==> config.mk <==
export PLATFORM = sky130hd
export DESIGN_NAME = lbist_pass_mon
export DESIGN_NICKNAME = d
export VERILOG_FILES = /design/src/rtl/lbm_pkg.sv /design/src/rtl/lbm_frame_chk.sv /design/src/rtl/lbm_sat_cnt.sv /design/src/rtl/lbm_pulse_gen.sv /design/src/rtl/lbist_pass_mon.sv
export SDC_FILE = /design/constraint.sdc
export NUM_CORES = 1
export LEC_CHECK = 0
export BUFFER_PORTS_ARGS = -buffer_cell sky130_fd_sc_hd__buf_2
export CELL_PAD_IN_SITES_DETAIL_PLACEMENT = 1
export CELL_PAD_IN_SITES_GLOBAL_PLACEMENT = 2
export CORE_MARGIN = 8
export CORE_UTILIZATION = 23
export DETAILED_ROUTE_END_ITERATION = 7
export GPL_ROUTABILITY_DRIVEN = 0
export GPL_TIMING_DRIVEN = 0
export PLACE_DENSITY_LB_ADDON = 0.2
export SYNTH_ARGS = -nofsm -noshare
export SYNTH_HDL_FRONTEND = slang
export SYNTH_HIERARCHICAL = 1
export SYNTH_SLANG_ARGS = --single-unit
==> constraint.sdc <==
create_clock -name clk_i -period 2 [get_ports clk_i]
set_clock_uncertainty 0.05 [all_clocks]
set_input_delay 0.2 -clock clk_i [delete_from_list [all_inputs] [get_ports clk_i]]
set_output_delay 0.2 -clock clk_i [all_outputs]
set_load 0.01 [all_outputs]
==> src/rtl/lbm_pkg.sv <==
package lbm_pkg;
  typedef struct packed {
    logic start;
    logic stop;
    logic chk;
  } lbm_ctl_t;
endpackage

==> src/rtl/lbm_frame_chk.sv <==
module lbm_frame_chk #(
  parameter int FRAME_W = 40,
  parameter int CHK_LO  = 1,
  parameter int CHK_HI  = 35
) (
  input  logic [FRAME_W-1:0] frame_i,
  output logic               bad_o
);
  logic [FRAME_W-1:0] mask;

  for (genvar i = 0; i < FRAME_W; i++) begin : g_mask
    if (i >= CHK_LO && i <= CHK_HI) begin : g_on
      assign mask[i] = 1'b1;
    end else begin : g_off
      assign mask[i] = 1'b0;
    end
  end

  // expected payload is all zeros: any set bit in range is an error
  assign bad_o = |(frame_i & mask);
endmodule

==> src/rtl/lbm_sat_cnt.sv <==
module lbm_sat_cnt #(
  parameter int CNT_W = 16
) (
  input  logic             clk_i,
  input  logic             rst_ni,
  input  logic             clr_i,
  input  logic             inc_i,
  output logic [CNT_W-1:0] cnt_o
);
  localparam logic [CNT_W-1:0] CntMax = {CNT_W{1'b1}};

  always_ff @(posedge clk_i or negedge rst_ni) begin
    if (!rst_ni) begin
      cnt_o <= '0;
    end else if (clr_i) begin
      cnt_o <= '0;
    end else if (inc_i && cnt_o != CntMax) begin
      cnt_o <= cnt_o + 1'b1;
    end
  end
endmodule

==> src/rtl/lbm_pulse_gen.sv <==
module lbm_pulse_gen (
  input  logic clk_i,
  input  logic rst_ni,
  input  logic clr_i,
  input  logic err_i,
  input  logic lvl_i,
  output logic pass_o
);
  logic err_n;

  // retime on falling edge so the gate input only moves while clk is low
  always_ff @(negedge clk_i or negedge rst_ni) begin
    if (!rst_ni) begin
      err_n <= 1'b0;
    end else if (clr_i) begin
      err_n <= 1'b0;
    end else begin
      err_n <= err_i;
    end
  end

  assign pass_o = lvl_i & ~(err_n & clk_i);
endmodule

==> src/rtl/lbist_pass_mon.sv <==
module lbist_pass_mon
  import lbm_pkg::*;
#(
  parameter int FRAME_W = 40,
  parameter int CHK_LO  = 1,
  parameter int CHK_HI  = 35,
  parameter int CNT_W   = 16
) (
  input  logic               clk_i,
  input  logic               rst_ni,
  input  logic               pdown_i,
  input  logic               en_pin_i,
  input  logic               en_reg_i,
  input  logic               osc_pin_i,
  input  logic               osc_reg_i,
  input  logic               lock_i,
  input  logic               frame_vld_i,
  input  logic [FRAME_W-1:0] frame_i,
  output logic               pass_o,
  output logic [CNT_W-1:0]   err_cnt_o,
  output logic               osc_sel_o
);
  logic     act;
  logic     en_q;
  logic     pass_q;
  logic     sticky_q;
  logic     err_q;
  logic     bad;
  logic     hit;
  lbm_ctl_t ctl;

  assign act       = en_pin_i | en_reg_i;
  assign ctl.start = act & ~en_q;
  assign ctl.stop  = ~act & en_q;
  assign ctl.chk   = act & en_q & lock_i & frame_vld_i;
  assign hit       = ctl.chk & bad;
  assign osc_sel_o = osc_pin_i | osc_reg_i;

  lbm_frame_chk #(
    .FRAME_W(FRAME_W),
    .CHK_LO (CHK_LO),
    .CHK_HI (CHK_HI)
  ) i_fchk (
    .frame_i(frame_i),
    .bad_o  (bad)
  );

  always_ff @(posedge clk_i or negedge rst_ni) begin
    if (!rst_ni) begin
      en_q     <= 1'b0;
      pass_q   <= 1'b0;
      sticky_q <= 1'b0;
      err_q    <= 1'b0;
    end else if (pdown_i) begin
      en_q     <= 1'b0;
      pass_q   <= 1'b0;
      sticky_q <= 1'b0;
      err_q    <= 1'b0;
    end else begin
      en_q  <= act;
      err_q <= hit;
      if (ctl.start) begin
        sticky_q <= 1'b0;
        pass_q   <= lock_i;
      end else if (act) begin
        if (lock_i) pass_q <= 1'b1;
        if (hit) sticky_q <= 1'b1;
      end else if (ctl.stop) begin
        pass_q <= ~sticky_q;
      end
    end
  end

  lbm_sat_cnt #(
    .CNT_W(CNT_W)
  ) i_cnt (
    .clk_i (clk_i),
    .rst_ni(rst_ni),
    .clr_i (ctl.start | pdown_i),
    .inc_i (hit),
    .cnt_o (err_cnt_o)
  );

  lbm_pulse_gen i_pgen (
    .clk_i (clk_i),
    .rst_ni(rst_ni),
    .clr_i (pdown_i),
    .err_i (err_q),
    .lvl_i (pass_q),
    .pass_o(pass_o)
  );
endmodule

# After elaboration in Yosys (flattened, before gate mapping)
# Cells that the tools add are included.
dict set report totals {
  reg_bits 21
  latch_bits 0
  mem_bits_rw 0
  rom_bits 0
  word_cells 46
  mem_count 0
}
dict set report op_classes {
  n_addsub 1
  n_mul 0
  div 0
  n_lt_le_gt_ge 0
  eq_ne 2
  shift 0
  muxes 14
  n_bitwise 15
  n_reduce_logical 8
}
# operator n
set op_table {}
lappend op_table {{OR reduction 35 bit} 1}
lappend op_table {{two-way mux 16 bit} 2}
lappend op_table {{adder 16 x 1 -> 16 bit, second input constant} 1}
lappend op_table {{inequality test 16 bit, second input constant} 1}
lappend op_table {{two-way mux 1 bit} 12}
lappend op_table {{AND 1 bit} 8}
lappend op_table {{nonzero test 3 bit} 2}
lappend op_table {{inequality test 4 x 3 -> 1 bit, second input constant} 1}
lappend op_table {{inverter 1 bit} 4}
lappend op_table {{AND reduction 2 bit} 2}
lappend op_table {{nonzero test 4 bit} 1}
lappend op_table {{OR 1 bit} 3}
lappend op_table {{nonzero test 2 bit} 1}
lappend op_table {{logical AND 1 bit} 1}

# Depth between registers and ports, before layout
dict set report depth {
  depth_word 9
  mapped_depth 9
  ltp_nobuf 7
}

# Cells and area by module
# Netlist, hierarchy kept.
# mod n_inst cells_each area_each_um2 seq_area_each_um2
set by_module_without_submodules {}
lappend by_module_without_submodules {lbm_sat_cnt 1 98 942.2 400.4}
lappend by_module_without_submodules {lbist_pass_mon 1 23 245.2 100.1}
lappend by_module_without_submodules {lbm_frame_chk 1 13 82.6 0.0}
lappend by_module_without_submodules {lbm_pulse_gen 1 3 50.0 25.0}

==> impl_metrics.csv <==
group,metric,value,unit
route,wl_per_cell,16.55,µm
route,drc,0,
critical_path,start_kind,"register",
layout,antenna_cells,0,
synth,ys_ff_latch,21,
route,first_pass_iters,4,
run,cap_violations,0,
layout,drive_gt1_frac,0.4787,
status,status,"finished with violations",
synth,synth_top_area_share,0.3791,
synth,synthCells,137,
timing,setup_viol,1,
pwr,p_leak,0.0008588,µW
route,drt_iter0_markers,110,
min_path,min_from,"en_pin_i",
critical_path,cp_max_fo,1,
synth,synth.distinct_cells,39,
synth,netlist_top_cells_area,"dfrtp_1 38%, nor4_1 5.2%, a21oi_1 4.5%, o31ai_1 4.0%, nor2b_1 3.8%",
critical_path,critPathLaunch,"i_pgen/err_n$_DFF_NN0_",
min_path,min_path_type,"in -> reg",
global_routing,antenna_found_initial,0,
synth,synth_ff_type,"dfrtp_1",
pwr,seqPwrFrac,0.433,
pwr,internal_power,758.9,µW
route,highest_layer,"met4",
route,vias_per_cell,5.046,
floorplan,coreArea,5540,µm²
timing,setup_slack,-230.6,ps
status,violations,"setup timing",
floorplan,die-area,8419,µm²
route,wl_met2,2.219,mm
timing,hold_viol_final,0,
critical_path,worstSetupPathType,"reg -> out",
placed_design,place_inst,270,
global_routing,overflow,0,
layout,area_growth,44.64,%
global_routing,track_usage,0.1193,
clock_network,cts_tree,"yes",
synth,yosysTopAreaCell,"dfrtp_1",
synth,ys_warn_count,6,
global_routing,grt_max_degree,22,
floorplan,die_x,91.76,µm
route,met1Wirelength,1.952,mm
pwr,p_per_area,522.8,nW/µm²
pwr,p_comb_frac,0.115,
timing,maxSlewViolCount,0,
pwr,clock_power_share,0.453,
timing,rsz0062_at_grt,"true",
layout,layout_commonest_cell,"buf_2",
critical_path,reg2reg_from,"i_cnt/cnt_o[0]$_DFFE_PN0P_",
floorplan,std_cell_rows,27,
placed_design,numPortBuffers,61,
synth,ys_seq_area_frac,0.3981,
layout,nets,264,
pwr,p_switching,239.3,µW
synth,synth-edff-count,0,
layout,layout_common_cells,"61 x buf_2, 20 x dfrtp_1, 10 x a21oi_1",
placed_design,dp_hpwl,3.653,mm
route,via_count,1428,
clock_network,clk_pin_slew,70,ps
critical_path,arrival,1980,ps
pwr,sw_frac_of_total,0.2398,
timing,slew_headroom,0.6633,
pwr,ir_worst_vdd,0.0002709,V
route,routed-wl-met3,433,µm
floorplan,boundaryPins,67,
global_routing,grt_pass1_vias,1777,
layout,postLayoutCoreUtil,0.3446,
critical_path,cp_data_required_time,1750,ps
layout,final_cells,283,
synth,syn-mean-instance-area,9.635,µm²
floorplan,start_util,0.2383,
route,routed_wirelength,4.684,mm
global_routing,grt_pass1_wl,8.162,mm
route,detail-route-antenna-nets,0,
synth,synthesis.nets,189,
floorplan,chipHeight,91.76,µm
critical_path,worstSetupEndpointType,"output pin",
synth,synth_area,1320,µm²
clock_network,insertion_delay,370,ps
timing,worst_slew_pin_slew,505.0,ps
synth,async_flop_share,1.000,
[routing by layer]
metal | vias up | track usage
met3 | 7 | 0.05379
met1 | 687 | 0.1243
met2 | 58 | 0.1969
li1 | 676 | -
met4 | 0 | 0.06711
met5 | - | 0
[power groups by stage]
stage / registers [µW] / clock network, µW / logic (µW)
6_report: 432 / 452 / 115
5_1_grt: 432 / 485 / 129
4_1_cts: 432 / 467 / 114
3_5_place_dp: 440 / 5.61 / 109
3_3_place_gp: 440 / 5.61 / 104
2_1_floorplan: 440 / 3.81 / 40.8
[cells in the mapped netlist, types with 2 or more instances]
cell and count:
and4_2 2, inv_1 6, a21oi_1 12, or4_2 2, nor2b_1 8, nor2_1 6
o21ai_1 3, nand3_1 4, and3_1 2, clkbuf_1 4, dfrtp_1 20, o31ai_1 7
nand4_1 7, ha_1 3, nor3_1 2, or4_1 5, or3_1 3, nand2_1 7
mux2_1 4, nor4_1 11
[metrics by stage]
stage	area [µm²]	TNS (ps)	power [µW]	hold WS [ps]	setup slack, ps
after global routing	1909	-365.2	1046	56.21	-279.1
final	1909	-230.6	998.2	48.06	-230.6
after global placement	1718	-6073	549.1	150.2	-470.8
after CTS	1859	-249.3	1013	49.16	-249.3
after detailed placement	1718	-7003	554.7	150.0	-558.6
after floorplan	1323	0	484.3	-145.6	47.23
[cell families after synthesis]
logic type | share of synthesized area
buffers and inverters | 0.03696
adder cells (fa/ha/maj) | 0.02844
flip-flops | 0.3981
AND/OR/NAND/NOR | 0.3450
AO/OA/AOI/OAI | 0.1460
multiplexers | 0.04549
[area by class of cell]
class,count,area (µm²)
Timing Repair Buffer,66,351.6
Multi-Input combinational cell,105,789.5
Fill cell,667,3631
Sequential cell,21,525.5
Tap cell,72,90.09
Clock buffer,8,91.34
Buffer,5,38.79
Inverter,6,22.52
[registers in the layout, indices dropped and copies added, names as in the netlist]
signal / flops
en_q: 1
pass_q: 1
i_pgen/err_n: 1
i_cnt/cnt_o: 16
sticky_q: 1
err_q: 1
[worst max-delay path, cell delays in order, from the launching register on]
cell	delay [ps]
dfrtn_1	410
a21boi_2	50
buf_2	140
[worst paths after layout]
| check | endpoint | slack [ps] | depth (start not counted) |
|---|---|---|---|
| max reg2reg | i_cnt/cnt_o[13]$_DFFE_PN0P_ | 30 | 5 |
| max | pass_o | -230 | 2 |
| min | en_q$_DFF_PN0_ | 50 | 3 |
| min reg2reg | sticky_q$_DFFE_PN0P_ | 470 | 2 |
| min in group asynchronous | i_cnt/cnt_o[3]$_DFFE_PN0P_ | 270 | 2 |
| max in group asynchronous | i_pgen/err_n$_DFF_NN0_ | 400 | 2 |
[what timing repair did]
item | CTS | global route
gates resized for setup | 4 | 15
hold buffers | 1 | 0
hold endpoints to repair | 20 | 0
pin swaps | 3 | 2
setup buffers | 5 | 1
setup endpoints to repair | 17 | 13
No activity file was read; power rests on OpenSTA's default activity.
